**src/rtl/tcu_pkg.sv**
```systemverilog
package tcu_pkg;

  localparam int BYTE_W = 8;
  localparam int CNT_W  = 2 * BYTE_W;

  typedef enum logic [1:0] {
    SEL_CTRL = 2'd0,
    SEL_LOW  = 2'd1,
    SEL_HBUF = 2'd2,
    SEL_FLAG = 2'd3
  } reg_sel_e;

  typedef struct packed {
    logic       run;
    logic       wide;
    logic       src_pin;
    logic       fall_edge;
    logic       bypass;
    logic [2:0] ratio;
  } ctrl_t;

  localparam ctrl_t CTRL_RST = '{run: 1'b1, wide: 1'b0, src_pin: 1'b1,
                                 fall_edge: 1'b0, bypass: 1'b0, ratio: 3'b111};

  // Prescaler reaches its terminal tick when the low ratio+1 bits are all ones.
  function automatic logic pre_terminal(input logic [BYTE_W-1:0] cnt,
                                        input logic [2:0] ratio);
    logic [BYTE_W-1:0] mask;
    mask = BYTE_W'((9'd2 << ratio) - 9'd1);
    return (cnt & mask) == mask;
  endfunction

  // Increment with carry-out for the full-width counter.
  function automatic logic [CNT_W:0] inc_wide(input logic [CNT_W-1:0] v);
    return {1'b0, v} + {{CNT_W{1'b0}}, 1'b1};
  endfunction

  // Increment with carry-out for the low byte only.
  function automatic logic [BYTE_W:0] inc_byte(input logic [BYTE_W-1:0] v);
    return {1'b0, v} + {{BYTE_W{1'b0}}, 1'b1};
  endfunction

endpackage

```
**src/rtl/tcu_pin_sync.sv**
```systemverilog
module tcu_pin_sync #(
  parameter int STAGES = 2
) (
  input  logic clk,
  input  logic rst_n,
  input  logic pin_async,
  output logic pin_rise,
  output logic pin_fall
);

  logic [STAGES:0] shreg;

  always_ff @(posedge clk or negedge rst_n) begin
    if (!rst_n) shreg[0] <= 1'b0;
    else        shreg[0] <= pin_async;
  end

  for (genvar i = 1; i <= STAGES; i++) begin : g_stage
    always_ff @(posedge clk or negedge rst_n) begin
      if (!rst_n) shreg[i] <= 1'b0;
      else        shreg[i] <= shreg[i-1];
    end
  end

  assign pin_rise = shreg[STAGES-1] & ~shreg[STAGES];
  assign pin_fall = ~shreg[STAGES-1] & shreg[STAGES];

  // a synchronized level cannot rise on two consecutive cycles
  assert_rise_spacing_R3: assert property (@(posedge clk) disable iff (!rst_n)
    pin_rise |=> !pin_rise);
  assert_fall_spacing_R3: assert property (@(posedge clk) disable iff (!rst_n)
    pin_fall |=> !pin_fall);

endmodule

```
**src/rtl/tcu_prescale.sv**
```systemverilog
module tcu_prescale
  import tcu_pkg::*;
#(
  parameter int INHIBIT_CYC = 2
) (
  input  logic       clk,
  input  logic       rst_n,
  input  logic       tick_in,
  input  logic       load,
  input  logic       bypass,
  input  logic [2:0] ratio,
  output logic       adv
);

  localparam int INH_W = $clog2(INHIBIT_CYC + 1);

  logic [INH_W-1:0]  inh_cnt;
  logic [BYTE_W-1:0] pre_cnt;
  logic              inh_busy;
  logic              gated_tick;

  assign inh_busy   = (inh_cnt != '0);
  assign gated_tick = tick_in & ~inh_busy;
  assign adv        = gated_tick & (bypass | pre_terminal(pre_cnt, ratio));

  always_ff @(posedge clk or negedge rst_n) begin
    if (!rst_n)        inh_cnt <= '0;
    else if (load)     inh_cnt <= INH_W'(INHIBIT_CYC);
    else if (inh_busy) inh_cnt <= inh_cnt - 1'b1;
  end

  always_ff @(posedge clk or negedge rst_n) begin
    if (!rst_n)                      pre_cnt <= '0;
    else if (load)                   pre_cnt <= '0;
    else if (gated_tick && !bypass)  pre_cnt <= adv ? '0 : pre_cnt + 1'b1;
  end

  // no advance in the cycle right after a counter write
  assert_inhibit_R5: assert property (@(posedge clk) disable iff (!rst_n)
    load |=> !adv);

  if (INHIBIT_CYC >= 2) begin : g_inh2
    // nor in the second cycle
    assert_inhibit2_R5: assert property (@(posedge clk) disable iff (!rst_n)
      $past(load, 2) |-> !adv);
  end

  // a prescaled advance is never followed at once by another one
  assert_prescale_gap_R4: assert property (@(posedge clk) disable iff (!rst_n)
    (adv && !bypass) |=> (!adv || bypass));

endmodule

```
**src/rtl/tcu_count_regs.sv**
```systemverilog
module tcu_count_regs
  import tcu_pkg::*;
(
  input  logic              clk,
  input  logic              rst_n,
  input  logic              wide,
  input  logic              adv,
  input  logic              load,
  input  logic              wr_hbuf,
  input  logic              rd_low,
  input  logic              flag_clr,
  input  logic [BYTE_W-1:0] wdata,
  output logic [CNT_W-1:0]  cnt,
  output logic [BYTE_W-1:0] hbuf,
  output logic              ovf,
  output logic              roll
);

  logic [CNT_W:0]  next_wide;
  logic [BYTE_W:0] next_byte;
  logic            step;

  assign next_wide = inc_wide(cnt);
  assign next_byte = inc_byte(cnt[BYTE_W-1:0]);
  assign step      = adv & ~load;
  assign roll      = step & (wide ? next_wide[CNT_W] : next_byte[BYTE_W]);

  always_ff @(posedge clk or negedge rst_n) begin
    if (!rst_n) begin
      cnt <= '0;
    end else if (load) begin
      cnt[BYTE_W-1:0] <= wdata;
      if (wide) cnt[CNT_W-1:BYTE_W] <= hbuf;
    end else if (step) begin
      if (wide) cnt <= next_wide[CNT_W-1:0];
      else      cnt[BYTE_W-1:0] <= next_byte[BYTE_W-1:0];
    end
  end

  always_ff @(posedge clk or negedge rst_n) begin
    if (!rst_n)               hbuf <= '0;
    else if (wr_hbuf)         hbuf <= wdata;
    else if (rd_low && wide)  hbuf <= cnt[CNT_W-1:BYTE_W];
  end

  always_ff @(posedge clk or negedge rst_n) begin
    if (!rst_n)        ovf <= 1'b0;
    else if (roll)     ovf <= 1'b1;
    else if (flag_clr) ovf <= 1'b0;
  end

  // 8-bit step adds exactly one to the low byte
  assert_step_R2: assert property (@(posedge clk) disable iff (!rst_n)
    (adv && !load && !wide) |=> cnt[BYTE_W-1:0] == $past(cnt[BYTE_W-1:0]) + 1'b1);
  // a low-byte read snapshots the live high byte
  assert_latch_R6: assert property (@(posedge clk) disable iff (!rst_n)
    (rd_low && wide && !wr_hbuf) |=> hbuf == $past(cnt[CNT_W-1:BYTE_W]));
  // a low-byte write in 16-bit mode commits the buffer
  assert_commit_R7: assert property (@(posedge clk) disable iff (!rst_n)
    (load && wide) |=> cnt[CNT_W-1:BYTE_W] == $past(hbuf));
  // a buffer write alone leaves the counter untouched
  assert_hbuf_only_R7: assert property (@(posedge clk) disable iff (!rst_n)
    (wr_hbuf && !load && !adv) |=> $stable(cnt));
  // the high byte is frozen in 8-bit mode
  assert_high_hold_R8: assert property (@(posedge clk) disable iff (!rst_n)
    (!wide && !load) |=> cnt[CNT_W-1:BYTE_W] == $past(cnt[CNT_W-1:BYTE_W]));
  // rollover raises the flag
  assert_ovf_set_R9: assert property (@(posedge clk) disable iff (!rst_n)
    roll |=> ovf);
  // the flag stays up until a clear request
  assert_ovf_sticky_R9: assert property (@(posedge clk) disable iff (!rst_n)
    (ovf && !flag_clr) |=> ovf);

endmodule

```
**src/rtl/tick_counter_unit.sv**
```systemverilog
module tick_counter_unit
  import tcu_pkg::*;
#(
  parameter int SYNC_STAGES = 2,
  parameter int INHIBIT_CYC = 2
) (
  input  logic              clk,
  input  logic              rst_n,
  input  logic              pin_async,
  input  logic [1:0]        bus_sel,
  input  logic              bus_wr,
  input  logic              bus_rd,
  input  logic [BYTE_W-1:0] bus_wdata,
  output logic [BYTE_W-1:0] bus_rdata,
  output logic              ovf_flag
);

  ctrl_t             ctrl;
  reg_sel_e          sel;
  logic              pin_rise, pin_fall;
  logic              src_tick, tick_q, adv, roll;
  logic              wr_ctrl, load, wr_hbuf, rd_low, flag_clr;
  logic [CNT_W-1:0]  cnt;
  logic [BYTE_W-1:0] hbuf;

  assign sel      = reg_sel_e'(bus_sel);
  assign wr_ctrl  = bus_wr && (sel == SEL_CTRL);
  assign load     = bus_wr && (sel == SEL_LOW);
  assign wr_hbuf  = bus_wr && (sel == SEL_HBUF);
  assign flag_clr = bus_wr && (sel == SEL_FLAG) && !bus_wdata[0];
  assign rd_low   = bus_rd && (sel == SEL_LOW);

  always_ff @(posedge clk or negedge rst_n) begin
    if (!rst_n)       ctrl <= CTRL_RST;
    else if (wr_ctrl) ctrl <= ctrl_t'(bus_wdata);
  end

  tcu_pin_sync #(.STAGES(SYNC_STAGES)) u_sync (
    .clk       (clk),
    .rst_n     (rst_n),
    .pin_async (pin_async),
    .pin_rise  (pin_rise),
    .pin_fall  (pin_fall)
  );

  assign src_tick = ctrl.src_pin ? (ctrl.fall_edge ? pin_fall : pin_rise) : 1'b1;
  assign tick_q   = ctrl.run & src_tick;

  tcu_prescale #(.INHIBIT_CYC(INHIBIT_CYC)) u_pre (
    .clk     (clk),
    .rst_n   (rst_n),
    .tick_in (tick_q),
    .load    (load),
    .bypass  (ctrl.bypass),
    .ratio   (ctrl.ratio),
    .adv     (adv)
  );

  tcu_count_regs u_regs (
    .clk      (clk),
    .rst_n    (rst_n),
    .wide     (ctrl.wide),
    .adv      (adv),
    .load     (load),
    .wr_hbuf  (wr_hbuf),
    .rd_low   (rd_low),
    .flag_clr (flag_clr),
    .wdata    (bus_wdata),
    .cnt      (cnt),
    .hbuf     (hbuf),
    .ovf      (ovf_flag),
    .roll     (roll)
  );

  always_comb begin
    unique case (sel)
      SEL_CTRL: bus_rdata = ctrl;
      SEL_LOW:  bus_rdata = cnt[BYTE_W-1:0];
      SEL_HBUF: bus_rdata = hbuf;
      SEL_FLAG: bus_rdata = {{(BYTE_W-1){1'b0}}, ovf_flag};
      default:  bus_rdata = '0;
    endcase
  end

  // control comes out of reset with its defined value
  assert_ctrl_reset_R1: assert property (@(posedge clk)
    $rose(rst_n) |-> ctrl == CTRL_RST);
  // an accepted clear request drops the flag
  assert_clear_R10: assert property (@(posedge clk) disable iff (!rst_n)
    (flag_clr && !roll) |=> !ovf_flag);
  // a stopped counter holds its value
  assert_halt_R11: assert property (@(posedge clk) disable iff (!rst_n)
    (!ctrl.run && !load) |=> $stable(cnt));

endmodule

```
**config.mk**
```make
export PLATFORM = sky130hd
export DESIGN_NAME = tick_counter_unit
export DESIGN_NICKNAME = d
export VERILOG_FILES = /design/src/rtl/tcu_pkg.sv /design/src/rtl/tcu_pin_sync.sv /design/src/rtl/tcu_prescale.sv /design/src/rtl/tcu_count_regs.sv /design/src/rtl/tick_counter_unit.sv
export SDC_FILE = /design/constraint.sdc
export NUM_CORES = 1
export LEC_CHECK = 0
export ABC_AREA = 1
export BUFFER_PORTS_ARGS = -buffer_cell sky130_fd_sc_hd__buf_2
export CORE_ASPECT_RATIO = 1.4
export CORE_MARGIN = 4
export CORE_UTILIZATION = 45
export DETAILED_ROUTE_END_ITERATION = 8
export PLACE_DENSITY_LB_ADDON = 0.3
export SYNTH_ARGS = -nofsm -noshare
export SYNTH_HDL_FRONTEND = slang
export SYNTH_HIERARCHICAL = 1
export SYNTH_SLANG_ARGS = --single-unit
```
**constraint.sdc**
```tcl
create_clock -name clk -period 2.79 [get_ports clk]
set_clock_uncertainty 0.15 [all_clocks]
set_input_delay 0.279 -clock clk [delete_from_list [all_inputs] [get_ports clk]]
set_output_delay 0.279 -clock clk [all_outputs]
set_load 0.03 [all_outputs]
```
==> impl_metrics.csv <==
group,metric,value,unit
run_status,status,"finished, violations left",
run_status,violations,"hold timing",
finish,regArea,1157,um^2
critical_path,r2r-start,"ctrl[0]$_DFFE_PN1P_",
power,power.density,707.9,nW/um^2
global_routing,grt.busiest_layer,"met2",
critical_path,worstSetupStartpoint,"ctrl[0]$_DFFE_PN1P_",
timing,grt_setup_unrepaired,"false",
finish,syn_to_final_growth,12.24,%
timing,min_period,2.559,ns
cts,cts.clk_slew.worst_paths,0.09,ns
global_routing,antenna_found_initial,0,
route,wl_per_cell,13.83,um
critical_path,critPathCaptureType,"flip-flop",
critical_path,critPathRequiredTime,2.87,ns
finish,final_cell_area,3327,um^2
power,clkPwrFrac,25.9,%
cts,h-tree-depth,2,
cts,cts_tree,"done",
finish,layout.nets,477,
floorplanning,initial_core_util,47.08,%
synthesis,synthCells,428,
route,drc,0,
global_routing,grtUsageMet2,35.97,%
placed_design,gp_congestion,0.9268,
global_routing,grt_pass1_wl,12.54,mm
route,vias_per_cell,5.352,
power,leakage,1.655,nW
timing,hold_ws,-0.01912,ns
global_routing,grt_max_degree,45,
route,vias,2842,
critical_path,critPathLaunchType,"flip-flop",
timing,setup_viol,0,
global_routing,track_usage,19.23,%
global_routing,grt-ovfl-total,0,
critical_path,cp_data_arrival_time,2.64,ns
power,p_sw,0.0008699,W
placed_design,hpwl,5.587,mm
timing,relSlewSlack,34.05,%
timing,min_period_over_period,91.71,%
floorplanning,core_area,6296,um^2
cts,numCtsBuffers,5,
route,drt-total-wl,7.344,mm
timing,tightest_slew,0.9892,ns
timing,finalHoldViolCount,23,
finish,nFillCells,627,
synthesis,syn_area,2964,um^2
route,ant_nets,0,
finish,multi_input_area,1549,um^2
timing,max_freq,390.8,MHz
timing,tns,0,ns
global_routing,grt_pass1_vias,2747,
route,drt_iter0_drc,133,
floorplanning,die_h,104.0,um
cts,cts_buffer_depth,2,
floorplanning,die_area,7968,um^2
route,firstDrtPassIters,4,
power,seq_power_share,43.9,%
run,drv_cap,0,
floorplanning,ios,24,
synthesis,synth.avg_cell_area,6.925,um^2
placed_design,port_buffers,23,
cts,cts_root_buf,"clkbuf_8",
timing,setup_ws,0.2314,ns
cts,clock_latency,0.30,ns
floorplanning,die_w,76.59,um
placed_design,dpl_cell_area,3154,um^2
floorplanning,rows,34,
timing,drv_slew,0,
power,ir_drop,0.4215,mV
cts,cts.sinks,46,
synthesis,syn-num-nets,447,
finish,diodes,0,
critical_path,crit_type,"flip-flop to flip-flop",
hold_path,hold_path.class,"primary input to async pin",
power,p_comb_share,30.2,%
finish,final_layout_size_suffix_gt1_share,16.34,%
global_routing,use_met1,21.37,%
synthesis,yosys_warnings,6,
global_routing,grtUsageMet3,2.426,%
power,p_int,0.001485,W
critical_path,cp_max_fo,8,
placed_design,dpl_worst_slack,0.1167,ns
finish,utilization,52.84,%
power,switching_share,36.94,%
metrics by stage:
step                      total power, W  cells  hold slack, ns
after floorplan                 0.001542    428         -0.1666
after global placement          0.001724    521          0.1824
after detailed placement        0.001746    521          0.1934
after CTS                       0.002363    530         0.02536
after global routing            0.002525    531         0.05319
final                           0.002355    531        -0.01912
sequential cells by signal, summed over array words and instances, names as in the netlist:
register / flops
u_regs/cnt: 16
ctrl: 8
u_pre/pre_cnt: 8
u_regs/hbuf: 8
u_sync/shreg: 3
u_pre/inh_cnt: 2
u_regs/ovf: 1
critical path: stages (launching register included):
cell and delay [ns]:
dfstp_2 0.58, nand3_1 0.10, ha_2 0.31, or2_2 0.09, nand3_1 0.07, nor2_1 0.09
nand2_1 0.06, o21bai_2 0.12, nand2_2 0.13, inv_1 0.11, inv_1 0.07, nor2_2 0.15
inv_1 0.13, o21ai_0 0.16, o21ai_0 0.10, nand3_1 0.07
final cells by class:
| cell class | instances | share of cell area (%) |
|---|---|---|
| clock buffers | 6 | 2.482 |
| clock inverters | 2 | 1.805 |
| inverters | 54 | 6.093 |
| multi-input cells | 319 | 46.56 |
| flip-flops and latches | 46 | 34.79 |
| well taps | 72 | 2.708 |
| repair buffers | 32 | 5.566 |
final timing paths:
path                                        endpoint  cells after the start  slack, ns
setup / recovery           u_regs/cnt[6]$_DFFE_PN0N_                     15       0.23
hold / removal             u_sync/shreg[2]$_DFF_PN0_                      1      -0.02
setup reg to reg           u_regs/cnt[6]$_DFFE_PN0N_                     15       0.23
hold reg to reg            u_sync/shreg[1]$_DFF_PN0_                      0       0.21
max in group asynchronous        ctrl[1]$_DFFE_PN1P_                      2       1.79
min in group clk                 ctrl[2]$_DFFE_PN1P_                      3       0.06
what timing repair did:
item                       in CTS  in global routing
hold endpoints to repair        1                  0
setup buffers                   0                  1
resized for setup               0                  4
setup endpoints to repair       0                 11
hold buffers                    1                  0
power groups by stage:
stage	combinational, W	sequential, W	clock, W
after floorplan	0.000544	0.000998	0
after global placement	0.000684	0.00104	0
after detailed placement	0.000702	0.00104	0
after CTS	0.000707	0.00103	0.000623
after global routing	0.000813	0.00106	0.000650
final	0.000711	0.00103	0.000610
per-layer routing:
| layer | wire [um] | vias to the layer above |
|---|---|---|
| met5 | 0 | - |
| met3 | 191 | 16 |
| met4 | 216 | 0 |
| met2 | 4020 | 57 |
| li1 | - | 1428 |
| met1 | 2916 | 1341 |
layout by cell type (no fill, tap or decap), drive strengths merged:
master	count
or2	1
a22oi	1
inv	54
o21bai	1
clkbuf	6
dfrtp	41
a21oi	16
bufinv	2
nand3	49
buf	31
nand2	157
ha	4
o221ai	1
xor2	4
o21ai	19
a31oi	3
nand4	7
dlygate4sd3	1
nor3	1
nor2	42
xnor2	2
dfstp	5
o211ai	8
o22ai	1
nor3b	2
No activity file was read; power rests on OpenSTA's default activity.
